### config.mk
export PLATFORM = sky130hd
export DESIGN_NAME = twostage_wdt
export DESIGN_NICKNAME = d
export VERILOG_FILES = /design/src/rtl/wdt2s_pkg.sv /design/src/rtl/wdt2s_ctrl.sv /design/src/rtl/wdt2s_dpath.sv /design/src/rtl/twostage_wdt.sv
export SDC_FILE = /design/constraint.sdc
export NUM_CORES = 1
export LEC_CHECK = 0
export ABC_AREA = 1
export BUFFER_PORTS_ARGS = -buffer_cell sky130_fd_sc_hd__buf_2
export CORE_ASPECT_RATIO = 1.1
export CORE_MARGIN = 10
export CORE_UTILIZATION = 36
export CTS_CLUSTER_SIZE = 40
export DETAILED_ROUTE_END_ITERATION = 6
export PLACE_DENSITY = 0.64
export SLEW_MARGIN = 25
export SYNTH_ARGS = -nofsm -noshare
export SYNTH_HDL_FRONTEND = slang
export SYNTH_SLANG_ARGS = --single-unit
### constraint.sdc
create_clock -name clk -period 2.27 [get_ports clk]
set_input_delay 0.3405 -clock clk [delete_from_list [all_inputs] [get_ports clk]]
set_output_delay 0.3405 -clock clk [all_outputs]
set_load 0.02 [all_outputs]
### src/rtl/wdt2s_pkg.sv
package wdt2s_pkg;
  typedef enum logic [1:0] {ST_IDLE, ST_SOFT, ST_HARD, ST_RESET} wdStage_e;

  typedef struct packed {
    logic armLoad;    // enable edge: copy load word into counter
    logic expReload;  // soft expiry: reload counter
    logic countRun;   // counter may advance this cycle
  } wdStrobe_t;

  // consecutive 32-bit words, index = byte offset / 4
  localparam int NUM_REGS = 5;
  localparam int SEL_LOAD = 0;
  localparam int SEL_CUR  = 1;
  localparam int SEL_CTRL = 2;
  localparam int SEL_EOI  = 3;
  localparam int SEL_STAT = 4;
endpackage

### src/rtl/wdt2s_ctrl.sv
module wdt2s_ctrl
  import wdt2s_pkg::*;
#(
  parameter int PULSE_LEN = 16,
  localparam int PUL_W = $clog2(PULSE_LEN + 1)
) (
  input  logic                clk,
  input  logic                rstN,
  input  logic [NUM_REGS-1:0] regSel,
  input  logic                busWr,
  input  logic                busRd,
  input  logic [1:0]          wrCtrl,
  input  logic                tickIn,
  input  logic                cntZero,
  output wdStrobe_t           strobe,
  output logic [1:0]          ctrlOut,
  output logic                irqOut,
  output logic                sysRstOut
);
  wdStage_e stage, stageNxt;
  logic [1:0] ctrlReg;
  logic irqReg;
  logic [PUL_W-1:0] pulseCnt;
  logic ctrlWr, eoiRd, stopWr, active, enRise, expiry, resetEnd;

  always_comb begin
    ctrlWr = busWr && regSel[SEL_CTRL];
    eoiRd  = busRd && regSel[SEL_EOI];
    stopWr = ctrlWr && (wrCtrl == 2'b00);
    active = (stage == ST_SOFT) || (stage == ST_HARD);
    enRise = ctrlWr && wrCtrl[0] && !ctrlReg[0] && (stage != ST_RESET);
    strobe.countRun  = ctrlReg[0] && active && !(ctrlWr && !wrCtrl[0]);
    expiry           = strobe.countRun && tickIn && cntZero;
    strobe.armLoad   = enRise;
    strobe.expReload = expiry && (stage == ST_SOFT);
    resetEnd = (stage == ST_RESET) && (pulseCnt == PUL_W'(PULSE_LEN - 1)) && !stopWr;
  end

  always_comb begin
    stageNxt = stage;
    if (stopWr) stageNxt = ST_IDLE;
    else begin
      case (stage)
        ST_IDLE:  if (enRise) stageNxt = ST_SOFT;
        ST_SOFT:  if (expiry) stageNxt = ST_HARD;
                  else if (enRise) stageNxt = ST_SOFT;
        ST_HARD:  if (expiry) stageNxt = ST_RESET;
                  else if (enRise) stageNxt = irqReg ? ST_HARD : ST_SOFT;
        ST_RESET: if (resetEnd) stageNxt = ST_IDLE;
        default:  stageNxt = ST_IDLE;
      endcase
    end
  end

  always_ff @(posedge clk) begin
    if (!rstN) begin
      stage    <= ST_IDLE;
      ctrlReg  <= 2'b00;
      irqReg   <= 1'b0;
      pulseCnt <= '0;
    end else begin
      stage <= stageNxt;
      if (resetEnd) ctrlReg <= 2'b00;
      else if (ctrlWr && ((stage != ST_RESET) || stopWr)) ctrlReg <= wrCtrl;
      if (strobe.expReload) irqReg <= 1'b1;
      else if (eoiRd || resetEnd) irqReg <= 1'b0;
      pulseCnt <= (stage == ST_RESET) ? pulseCnt + 1'b1 : '0;
    end
  end

  assign ctrlOut   = ctrlReg;
  assign irqOut    = irqReg;
  assign sysRstOut = (stage == ST_RESET);


  irq_from_soft_chk: assert property (@(posedge clk) disable iff (!rstN)
    $rose(irqOut) |-> ($past(stage) == ST_SOFT && $past(tickIn)));

  eoi_clears_chk: assert property (@(posedge clk) disable iff (!rstN)
    (eoiRd && !strobe.expReload) |=> !irqOut);

  rst_from_hard_chk: assert property (@(posedge clk) disable iff (!rstN)
    $rose(sysRstOut) |-> ($past(stage) == ST_HARD && $past(cntZero)));

  pulse_len_chk: assert property (@(posedge clk) disable iff (!rstN)
    ($fell(sysRstOut) && !$past(stopWr)) |-> ($past(pulseCnt) == PUL_W'(PULSE_LEN - 1)));

  stop_cancels_chk: assert property (@(posedge clk) disable iff (!rstN)
    stopWr |=> (!sysRstOut && !strobe.countRun));
endmodule

### src/rtl/wdt2s_dpath.sv
module wdt2s_dpath
  import wdt2s_pkg::*;
#(
  parameter int DATA_W   = 32,
  parameter int TICK_DIV = 4,
  localparam int PRE_W = (TICK_DIV > 1) ? $clog2(TICK_DIV) : 1
) (
  input  logic                clk,
  input  logic                rstN,
  input  logic [NUM_REGS-1:0] regSel,
  input  logic                busWr,
  input  logic                busRd,
  input  logic [DATA_W-1:0]   busWdata,
  input  wdStrobe_t           strobe,
  input  logic [1:0]          ctrlIn,
  input  logic                irqIn,
  output logic [DATA_W-1:0]   busRdata,
  output logic                tickOut,
  output logic                cntZero
);
  logic [DATA_W-1:0] loadReg, startVal, cntReg, rdReg;

  generate
    if (TICK_DIV == 1) begin : g_nodiv
      assign tickOut = strobe.countRun;
    end else begin : g_div
      logic [PRE_W-1:0] pre;
      assign tickOut = strobe.countRun && (pre == PRE_W'(TICK_DIV - 1));
      always_ff @(posedge clk) begin
        if (!rstN || strobe.armLoad) pre <= '0;
        else if (strobe.countRun) pre <= tickOut ? '0 : pre + 1'b1;
      end
    end
  endgenerate

  assign cntZero = (cntReg == '0);

  always_ff @(posedge clk) begin
    if (!rstN) begin
      loadReg  <= '0;
      startVal <= '0;
      cntReg   <= '0;
      rdReg    <= '0;
    end else begin
      if (busWr && regSel[SEL_LOAD]) loadReg <= busWdata;
      if (strobe.armLoad) begin
        startVal <= loadReg;
        cntReg   <= loadReg;
      end else if (strobe.expReload) begin
        cntReg <= ctrlIn[1] ? startVal : '1;
      end else if (tickOut && !cntZero) begin
        cntReg <= cntReg - 1'b1;
      end
      if (busRd) begin
        rdReg <= '0;
        if (regSel[SEL_LOAD]) rdReg <= loadReg;
        if (regSel[SEL_CUR])  rdReg <= cntReg;
        if (regSel[SEL_CTRL]) rdReg <= {{(DATA_W-2){1'b0}}, ctrlIn};
        if (regSel[SEL_STAT]) rdReg <= {{(DATA_W-1){1'b0}}, irqIn};
      end
    end
  end

  assign busRdata = rdReg;


  pause_hold_chk: assert property (@(posedge clk) disable iff (!rstN)
    (!strobe.countRun && !strobe.armLoad && !strobe.expReload) |=> $stable(cntReg));

  tick_dec_chk: assert property (@(posedge clk) disable iff (!rstN)
    (tickOut && !cntZero && !strobe.armLoad && !strobe.expReload)
      |=> (cntReg == $past(cntReg) - DATA_W'(1)));
endmodule

### src/rtl/twostage_wdt.sv
module twostage_wdt
  import wdt2s_pkg::*;
#(
  parameter int ADDR_W        = 5,
  parameter int DATA_W        = 32,
  parameter int TICK_DIV      = 4,
  parameter int RST_PULSE_LEN = 16
) (
  input  logic              clk,
  input  logic              rstN,
  input  logic [ADDR_W-1:0] busAddr,
  input  logic              busWr,
  input  logic [DATA_W-1:0] busWdata,
  input  logic              busRd,
  output logic [DATA_W-1:0] busRdata,
  output logic              irqOut,
  output logic              sysRstOut
);
  logic [NUM_REGS-1:0] regSel;
  wdStrobe_t strobe;
  logic [1:0] ctrlVal;
  logic tick, cntZero;

  for (genvar g = 0; g < NUM_REGS; g++) begin : g_sel
    assign regSel[g] = (busAddr == ADDR_W'(4 * g));
  end

  wdt2s_ctrl #(.PULSE_LEN(RST_PULSE_LEN)) ctrl_i (
    .clk(clk), .rstN(rstN), .regSel(regSel), .busWr(busWr), .busRd(busRd),
    .wrCtrl(busWdata[1:0]), .tickIn(tick), .cntZero(cntZero), .strobe(strobe),
    .ctrlOut(ctrlVal), .irqOut(irqOut), .sysRstOut(sysRstOut)
  );

  wdt2s_dpath #(.DATA_W(DATA_W), .TICK_DIV(TICK_DIV)) dpath_i (
    .clk(clk), .rstN(rstN), .regSel(regSel), .busWr(busWr), .busRd(busRd),
    .busWdata(busWdata), .strobe(strobe), .ctrlIn(ctrlVal), .irqIn(irqOut),
    .busRdata(busRdata), .tickOut(tick), .cntZero(cntZero)
  );
endmodule

Word-level counts from Yosys, hierarchy flattened
Index checks and enable logic that the tools add are counted.
{"block": "totals", "reg_bits": 140, "inputBits": 41, "out_inout_bits": 34, "wordCells": 81}
{"block": "classes", "addsub": 3, "eq_ne": 12, "mux": 18, "bitwise": 1, "n_reduce_logical": 38}
{"cell": "$mux 32", "n": 8}
{"cell": "$logic_not 32->1", "n": 1}
{"cell": "$sub 32x1->32 const B", "n": 1}
{"cell": "$logic_and 1x1->1", "n": 18}
{"cell": "$eq 5x4->1 const B", "n": 3}
{"cell": "$mux 2", "n": 7}
{"cell": "$pmux 2 s4", "n": 1}
{"cell": "$eq 2x2->1 const B", "n": 3}
{"cell": "$logic_not 1->1", "n": 6}
{"cell": "$add 5x1->5 const B", "n": 1}
{"cell": "$eq 5x3->1 const B", "n": 1}
{"cell": "$eq 5x5->1 const B", "n": 1}
{"cell": "$logic_not 5->1", "n": 1}
{"cell": "$logic_not 2->1", "n": 2}
{"cell": "$logic_or 1x1->1", "n": 4}
{"cell": "$reduce_and 2->1", "n": 2}
{"cell": "$reduce_or 2->1", "n": 2}
{"cell": "$ne 3x1->1 const B", "n": 1}
{"cell": "$reduce_bool 3->1", "n": 1}
{"cell": "$add 2x1->2 const B", "n": 1}
{"cell": "$eq 2x1->1 const B", "n": 1}
{"cell": "$mux 1", "n": 2}
{"cell": "$ne 2x1->1 const B", "n": 1}
{"cell": "$ne 2x2->1 const B", "n": 1}
{"cell": "other kinds (2)", "n": 2}

Depth between registers and ports, before layout
Gate-level depths: netlist (run 1).
{"block": "depth", "depth_word": 11, "ltp_mapped": 14, "depth_no_buf": 13}

Hierarchy
Synthesis (run 1) repeated with hierarchy kept, for this count alone.
{"block": "hier_totals", "cells_unflattened": 1089, "hier_area_um2": 7193.1}
{"mod": "wdt2s_dpath", "n_inst": 1, "cells_each": 981, "area_each_um2": 6512.5, "seq_area_each_um2": 2602.5}
{"mod": "wdt2s_ctrl", "n_inst": 1, "cells_each": 94, "area_each_um2": 625.6, "seq_area_each_um2": 200.2}
{"mod": "twostage_wdt", "n_inst": 1, "cells_each": 14, "area_each_um2": 55.1, "seq_area_each_um2": 0.0}

Least setup slack after synthesis (run 1)
No wires, ideal clock.
{"block": "synth_timing", "path_type": "register -> register", "start": "reg dpath_i.cntReg[0]", "end": "reg dpath_i.cntReg[10]", "setup_ns": 0.129, "arrival_ns": 1.667, "required_ns": 2.141, "slack_ns": 0.474, "stages_incl_launch_ff": 13, "n_path_buf": 1, "period_less_slack_ns": 1.796, "path_cell_list": "dfxtp_1 > inv_1 > ha_1 > nand2_2 > nor2_2 > nand3_2 > nor2_4 > nand2_4 > nand2_8 > inv_2 > buf_2 > a21oi_1 > nor2_1"}
{"block": "synth_between", "elab_chain_cells": 5, "word_cells_on_any_way": 10, "cone_classes": "add/sub: 1; mux: 3; reduce/logical: 6"}
{"item": "from (decl)", "line": "wdt2s_dpath.sv:21", "source": "logic [DATA_W-1:0] loadReg, startVal, cntReg, rdReg;"}
{"item": "from (signal assigned)", "line": "wdt2s_dpath.sv:48", "source": "cntReg <= loadReg;"}
{"item": "from (signal assigned)", "line": "wdt2s_dpath.sv:50", "source": "cntReg <= ctrlIn[1] ? startVal : '1;"}
{"item": "from (signal assigned)", "line": "wdt2s_dpath.sv:52", "source": "cntReg <= cntReg - 1'b1;"}
{"item": "parallel branches: the longest is 5 deep, another holds $sub 32x1->32"}
Several ways; the timed one is not identified. The select of a mux whose other input is x is not followed.
A chain may end at the register's enable or synchronous reset.

Worst setup path after layout (run 1)
{"block": "layout_timing", "start": "reg dpath_i.cntReg[0]", "end": "reg dpath_i.cntReg[28]"}
Same word-level chain as after synthesis.

==> metrics.md, run 1 <==
| Metric | Value |
|---|---|
| First-pass GRT wire length | 35600 um |
| DR iter-0 viols | 420 |
| CTS clk-pin slew, worst paths | 0.06 ns |
| Antenna viol nets, final | 0 |
| Fin crit period | 2.10 ns |
| Die area | 25900 sq um |
| Gpl congestion | 0.878 |
| Final nets | 1201 |
| Area growth from synthesis to layout | 17.9% |
| Worst-Skew Late Latency | 0.44 ns |
| DRC | 0 |
| Pre-CTS setup slack | 0.165 ns |
| Core Region | 19700 sq um |
| P_leak | 3.65 nW |
| CTS Sinks | 140 |
| Crit. End Element | flop |
| RSZ-0062 raised after global routing | no |
| CP delay by family, top | simple AND/OR/NAND/NOR gates |
| Chip Width | 154 um |
| Reg-to-reg startpoint | dpath_i.cntReg[0] |
| CTS tree | yes |
| DR vias/cell | 5.02 |
| # diodes | 0 |
| Final worst-path cycle share | 92.4% |
| Vias in the first global route | 6926 |
| Commonest non-fill, non-tap cell in the layout | nand2_1 |
| Maximum vdd drop | 495 uV |
| Part of the Yosys area used for sequential elements | 39.2% |
| Clock Tree Buf Depth | 2 |
| Die Height | 168 um |
| Worst-Margin Slew | 0.886 ns |
| Share of cells above drive strength 1 | 13.6% |
| Vias | 7114 |
| Grt total ovfl | 0 |
| Clk pwr share | 50.6% |
| Switch Pwr | 1.32 mW |
| Sw Share | 23.9% |
| Critical path startpoint category | flop |
| PwrDens | 654 nW/um^2 |
| Register bit total from synthesis | 140 |
| Post-synth cell types | 32 |
| Fmax | 477 MHz |
| Max-cap violations | 0 |
| Final-report max-slew violation count | 0 |
| Initial antenna violation count | 0 |
| Final count of hold timing violations | 0 |
| Arrival time at the worst endpoint | 2.41 ns |
| Setup TNS | 0 ns |
| Combinational share of power | 4.6% |
| WP data required | 2.58 ns |
| Worst Skew | 0.00773 ns |
| Mean Syn Cell Area | 6.58 sq um |
| Post-detail-place hpwl | 14900 um |
| Num ports | 75 |
| Setup Viol. Count Final | 0 |
| Total Routed Length | 21400 um |
| CP Depth | 11 |
| Relative slew slack | 40.9% |
| Slowest cell on crit path | dfxtp_1 |
| Int Pwr | 4.20 mW |
| Crit path max fanout | 20 |
| Share of power burned in registers | 44.8% |
| CP Launch Point | dpath_i.cntReg[0] |
| Worst Reg-to-Reg Cells | 11 |
| Largest net degree at the start of global routing | 61 |
| Crit path capture | dpath_i.cntReg[28] |
| Reg-to-Reg End | dpath_i.cntReg[28] |
| PortBufs | 74 |
| Synthesized instance count | 1088 |
| FP Rows | 54 |
| First-pass DRT Iterations | 5 |
| Most frequent cells in the layout | 293 x nand2_1, 140 x dfxtp_1, 126 x inv_1 |
| Cells along the critical path | inv_1, ha_1, nand2_2, nor2_2, nand3_2, nor2_4, nand2_4, nand2_8, nand2_1, nand3_1, a21oi_1 |
| Setup ws final | 0.173 ns |
| Worst Path Buf+Inv | 1 |
| Htree depth | 4 |
| Status | completed |
| GRT Overall Usage | 16.6% |
| Routed WL per cell | 15.1 um |
| Fillers | 2075 |
| Ys Warns | 0 |
| Initial Util | 36.4% |
| Syn Nets | 1137 |
| Post-CTS setup buffer count | 0 |
| Crit Path Class | reg2reg |
| Post-Syn Area | 7160 sq um |
| CP peak stage delay | 0.32 ns |
| CTS Buf Count | 17 |
| Reg2Reg Setup Slack | 0.17 ns |
| Root buf cell | clkbuf_16 |
| Min-Delay Path Class | in2reg |
==> area by class of cell <==
cell class | count | area (sq um) | share of cell area (%)
Sequential cell | 140 | 2800 | 33.2
Multi-Input combinational cell | 757 | 3590 | 42.6
Tap cell | 252 | 315 | 3.74
Clock buffer | 19 | 443 | 5.25
Inverter | 134 | 505 | 5.99
Timing Repair Buffer | 102 | 634 | 7.52
Clock inverter | 13 | 144 | 1.71
==> stage by stage <==
stage	power, mW	util [%]	hold WS (ns)	instance area (sq um)	cells
floorplan	2.67	-	0.418	7160	1088
global placement	2.78	39.9	0.435	7840	1385
detailed placement	2.78	39.9	0.439	7840	1385
CTS	5.55	42.9	0.118	8430	1417
global route	5.68	42.9	0.148	8440	1417
finish	5.52	42.9	0.129	8440	1417
==> layer usage <==
layer / wire length (um) / track usage (%)
met5: 0 / 0
met4: 546 / 6.62
met3: 1090 / 3.47
met2: 9870 / 26.8
met1: 9920 / 21.0
==> kinds of logic after synthesis <==
family | Yosys count | share of synthesized area, %
xor gates and xnor gates | 23 | 2.81
DFF | 140 | 39.2
buffers and inverters | 191 | 10.7
and+or+nand+nor | 509 | 29.7
adders and majority gates | 8 | 1.40
AOI/OAI and AO/OA | 217 | 16.3
==> power groups by stage <==
stage	Combinational (mW)	Sequential [mW]	Clock [mW]
after detailed placement	0.256	2.53	0
after global placement	0.254	2.53	0
after floorplan	0.148	2.53	0
after CTS	0.257	2.47	2.82
final	0.255	2.47	2.79
after global routing	0.286	2.47	2.92
==> worst min-delay path by stage <==
stage / slack [ns] / cells past startpoint / end / start
2_1_floorplan: 0.42 / 1 / ctrl_i.pulseCnt[0] / ctrl_i.pulseCnt[0]
6_report: 0.13 / 3 / dpath_i.loadReg[31] / busWdata[31]
3_5_place_dp: 0.44 / 1 / ctrl_i.pulseCnt[0] / ctrl_i.pulseCnt[0]
5_1_grt: 0.15 / 3 / dpath_i.loadReg[31] / busWdata[31]
3_3_place_gp: 0.44 / 1 / ctrl_i.pulseCnt[0] / ctrl_i.pulseCnt[0]
4_1_cts: 0.12 / 3 / dpath_i.loadReg[31] / busWdata[31]
==> state kept, by name, indices dropped and copies added, names as in the netlist <==
| signal | cells |
|---|---|
| ctrl_i.ctrlOut | 2 |
| ctrl_i.pulseCnt | 5 |
| dpath_i.busRdata | 32 |
| ctrl_i.stage | 2 |
| dpath_i.loadReg | 32 |
| ctrl_i.irqOut | 1 |
| dpath_i.startVal | 32 |
| dpath_i.cntReg | 32 |
| dpath_i.g_div.pre | 2 |
==> worst min-delay path, cell delays in order <==
cell	delay [ns]
buf_2	0.07
nor2_1	0.04
nor2_1	0.08
==> synth_stat cells, drive strengths merged <==
| library cell | n | area share, % |
|---|---|---|
| a21oi | 109 | 7.7 |
| buf | 16 | 1.5 |
| clkbuf | 41 | 2.2 |
| dfxtp | 140 | 39 |
| ha | 8 | 1.4 |
| inv | 134 | 7.0 |
| nand2 | 297 | 16 |
| nand3 | 81 | 5.8 |
| nand3b | 1 | 0.10 |
| nand4 | 8 | 0.70 |
| nor2 | 116 | 6.6 |
| nor3 | 4 | 0.28 |
| nor3b | 1 | 0.10 |
| nor4 | 1 | 0.087 |
| o2111ai | 1 | 0.12 |
| o211ai | 2 | 0.21 |
| o21ai | 56 | 3.9 |
| o21bai | 1 | 0.10 |
| o221ai | 1 | 0.12 |
| o22ai | 47 | 4.1 |
| xor2 | 23 | 2.8 |
==> repair_timing <==
item                                    4_1_cts  5_1_grt
gates resized for setup                       0        3
hold buffers                                  0        0
endpoints found under the setup margin        0        9
endpoints found under the hold margin         0        0
Note: power is estimated with default switching activity, not from simulation.
==> inputs of run 2 (changes only) <==
- ABC_AREA: 1 -> unset
- CORE_UTILIZATION: 36 -> 40
- PLACE_DENSITY: 0.64 -> 0.69
==> run 2 against run 1 <==
Clock power is 10% higher. Combinational power is 19% lower. Global-route usage is 2.2 points higher. Via count is 3.4% lower. Final area is 6.2% higher. Critical path type unchanged. Critical endpoint is now dpath_i.cntReg[22]. Critical path depth is 5 lower. Fmax is 13% lower. The run now ends with negative setup slack left. Hold slack better by 0.011 ns.
==> metrics.md, run 2 <==
| Metric | Value |
|---|---|
| Final-report max-slew violation count | 0 (unchanged) |
| Antenna viol nets, final | 0 (unchanged) |
| Synth top area cells | dfxtp_1 41%, nand2_1 9.2%, a21oi_1 6.1% |
| Routed WL per cell | 17.8 um (+17%) |
| Vias | 6874 (-3.4%) |
| Worst Skew | 0.00590 ns (-0.00183 ns) |
| Clock Tree Buf Depth | 2 (unchanged) |
| Arrival time at the worst endpoint | 2.72 ns (+0.31 ns) |
| Register bit total from synthesis | 140 (unchanged) |
| Post-synth top area share | 41.5% (+2.3 points) |
| Worst-Skew Late Latency | 0.43 ns (about the same) |
| Post-synth cell types | 65 (+100%) |
| Total Routed Length | 21500 um (+0.36%) |
| Most frequent cells in the layout | 162 x nand2_1, 138 x dfxtp_1, 96 x buf_4 |
| DR vias/cell | 5.68 (+13%) |
| PortBufs | 74 (unchanged) |
| Number of synthesized flops with an enable pin | 0 (unchanged) |
| Placed insts | 1175 (-15%) |
| PwrDens | 642 nW/um^2 (-1.9%) |
| Share of cells above drive strength 1 | 26.7% (+13 points) |
| Synthesized instance count | 854 (-22%) |
| Chip Width | 144 um (-6.8%) |
| Initial antenna violation count | 0 (unchanged) |
| DR iter-0 viols | 655 (+56%) |
| Final Cell Area | 8960 sq um (+6.2%) |
| Min-Delay Path Class | in2reg |
| Most frequent cell after synthesis | nand2_1 |
| Worst Reg-to-Reg Cells | 6 (-5) |
| CTS Sinks | 140 (unchanged) |
| Gpl congestion | 0.975 (+11%) |
| Final worst-path cycle share | 106% (+13 points) |
| Final nets | 1043 (-13%) |
| # hold bufs at CTS | 0 (unchanged) |
| First-pass GRT wire length | 34000 um (-4.4%) |
| FFs w/ async S/R, synth | 0% (unchanged) |
| Max-cap violations | 0 (unchanged) |
| # diodes | 0 (unchanged) |
| Synth Flop Type | dfxtp_1 |
| Hold WS | 0.140 ns (+0.0106 ns) |
| First-pass DRT Iterations | 6 (+1) |
| Htree depth | 4 (unchanged) |
| Commonest non-fill, non-tap cell in the layout | nand2_1 |
| Worst hold path stage count | 3 (unchanged) |
| Placed Area | 8020 sq um (+2.3%) |
| CTS Buf Count | 17 (unchanged) |
| CTS tree | yes |
| RSZ-0062 raised after global routing | yes |
| Relative slew slack | 68.7% (+28 points) |
| Fin crit period | 2.40 ns (+0.305 ns) |
| Crit Path Class | reg2reg |
| Die Height | 156 um (-6.9%) |
| Fmax | 416 MHz (-13%) |
| CTS clk-pin slew, worst paths | 0.06 ns (about the same) |
| Commonest cells post-synth | 165 x nand2_1, 140 x dfxtp_1, 82 x a21oi_1, 55 x clkbuf_1, 44 x inv_1 |
| Initial Util | 41.0% (+4.6 points) |
| Mean Syn Cell Area | 7.91 sq um (+20%) |
| Final count of hold timing violations | 0 (unchanged) |
| Grt total ovfl | 0 (unchanged) |
| Reg-to-Reg End | dpath_i.cntReg[22] |
| Status | finished, violations left |
| Num ports | 75 (unchanged) |
| Die area | 22500 sq um (-13%) |
| Core Util, Final | 54.3% (+11 points) |
| Fillers | 1504 (-28%) |
| Syn Nets | 903 (-21%) |
| Root buf cell | clkbuf_16 |
| Largest area contributor in the netlist | dfxtp_1 |
| GRT Overall Usage | 18.7% (+2.2 points) |
| WHS Endpoint | dpath_i.loadReg[3] |
| DRC | 0 (unchanged) |
| Largest net degree at the start of global routing | 74 (+21%) |
| Ys Warns | 0 (unchanged) |
| Post-detail-place hpwl | 14800 um (-0.80%) |
| Post-Syn Area | 6750 sq um (-5.6%) |
| Core Region | 16500 sq um (-16%) |
| Maximum vdd drop | 544 uV (+9.9%) |
| Crit. End Element | flop |
| P_leak | 3.55 nW (-2.7%) |
| Final cell count without fillers | 1211 (-15%) |
| Area growth from synthesis to layout | 32.6% |
| Setup ws final | -0.131 ns (-0.305 ns) |
| Worst-Margin Slew | 0.469 ns (-0.417 ns) |
| WP data required | 2.59 ns (about the same) |
| Crit path max fanout | 4 (-80%) |
| Vias in the first global route | 6578 (-5.0%) |
| FP Rows | 49 (-9.3%) |
| Setup Viol. Count Final | 18 (+18) |
| Reg-to-reg startpoint | dpath_i.cntReg[20] |
| Violated checks | negative setup slack |
| Part of the Yosys area used for sequential elements | 41.5% (+2.3 points) |
| HP Start | busWdata[3] |
| Critical path startpoint category | flop |
| Reg2Reg Setup Slack | -0.13 ns (-0.30 ns) |
[run 2: cell count changes after synthesis, sizes merged, moves of 14 or more]
cell | previous run | this run
a21oi | 109 | 82
a221o | 0 | 14
a22oi | 0 | 31
and2 | 0 | 35
clkbuf | 41 | 55
inv | 134 | 44
nand2 | 297 | 165
nand3 | 81 | 18
nor2 | 116 | 35
nor3 | 4 | 18
o21ai | 56 | 37
o22ai | 47 | 31
xnor2 | 0 | 15
xor2 | 23 | 6
[run 2: timing repair]
item	in CTS	in global routing
gates resized for setup	5	49
gates cloned	0	2
setup buffers	1	2
pin swaps	3	13
setup endpoints to repair	24	34
[run 2: worst max-delay path by stage]
| stage | start | to | slack [ns] | depth (start not counted) |
|---|---|---|---|---|
| after global placement | dpath_i.cntReg[20] | dpath_i.cntReg[6] | -0.14 | 7 |
| after CTS | dpath_i.cntReg[20] | dpath_i.cntReg[22] | -0.14 | 6 |
| final | dpath_i.cntReg[20] | dpath_i.cntReg[22] | -0.13 | 6 |
| after detailed placement | dpath_i.cntReg[20] | dpath_i.cntReg[5] | -0.17 | 7 |
| after global routing | dpath_i.cntReg[20] | dpath_i.cntReg[20] | -0.21 | 6 |
| after floorplan | dpath_i.cntReg[8] | dpath_i.cntReg[20] | -0.13 | 8 |
[run 2: power by group]
part	total (mW)	switching (mW)	internal (mW)	leakage, nW
Clock	3.07	1.12	1.95	0.307
Combinational	0.207	0.132	0.0744	2.12
Sequential	2.47	0.00522	2.46	1.13
Total	5.75	1.26	4.49	3.56
[run 2: cell families (layout without fill, tap and decap cells)]
| group | Yosys count | count (layout) | share of synthesized area (%) |
|---|---|---|---|
| AOI/OAI and AO/OA | 248 | 248 | 23.9 |
| xor gates and xnor gates | 21 | 21 | 2.72 |
| adders and majority gates | 8 | 8 | 1.48 |
| buffers and inverters | 106 | 258 | 6.08 |
| DFF | 140 | 140 | 41.5 |
| muxes | 6 | 6 | 0.889 |
| and+or+nand+nor | 325 | 326 | 23.4 |
[run 2: cell type report]
type / count / area, sq um / share of cell area (%)
Inverter: 44 / 165 / 1.84
Tap cell: 204 / 255 / 2.85
Clock buffer: 18 / 429 / 4.79
Clock inverter: 14 / 218 / 2.43
Timing Repair Buffer: 182 / 1290 / 14.4
Multi-Input combinational cell: 609 / 3800 / 42.4
Sequential cell: 140 / 2810 / 31.3
[run 2: metal layers]
metal | vias up | GRT usage (%) | wire length [um]
met1 | 3258 | 23.8 | 9260
met2 | 261 | 30.0 | 10200
li1 | 3320 | - | -
met4 | 0 | 7.54 | 469
met3 | 35 | 4.21 | 1610
met5 | - | 0 | 0
[run 2: worst max-delay path: stages, from the launching register on]
cell,delay (ns)
dfxtp_2,0.32
or4_4,0.53
or4_4,0.48
or3_4,0.40
a31o_1,0.18
o311a_1,0.11
a221o_1,0.26
[run 2: per-stage QoR]
stage               worst slack (ns)  power [mW]  setup TNS (ns)
floorplan                     -0.131        2.62          -0.467
global placement              -0.145        2.72           -1.63
detailed placement            -0.166        2.72           -2.27
CTS                           -0.143        5.76           -1.89
global route                  -0.207        5.90           -2.52
finish                        -0.131        5.75          -0.918
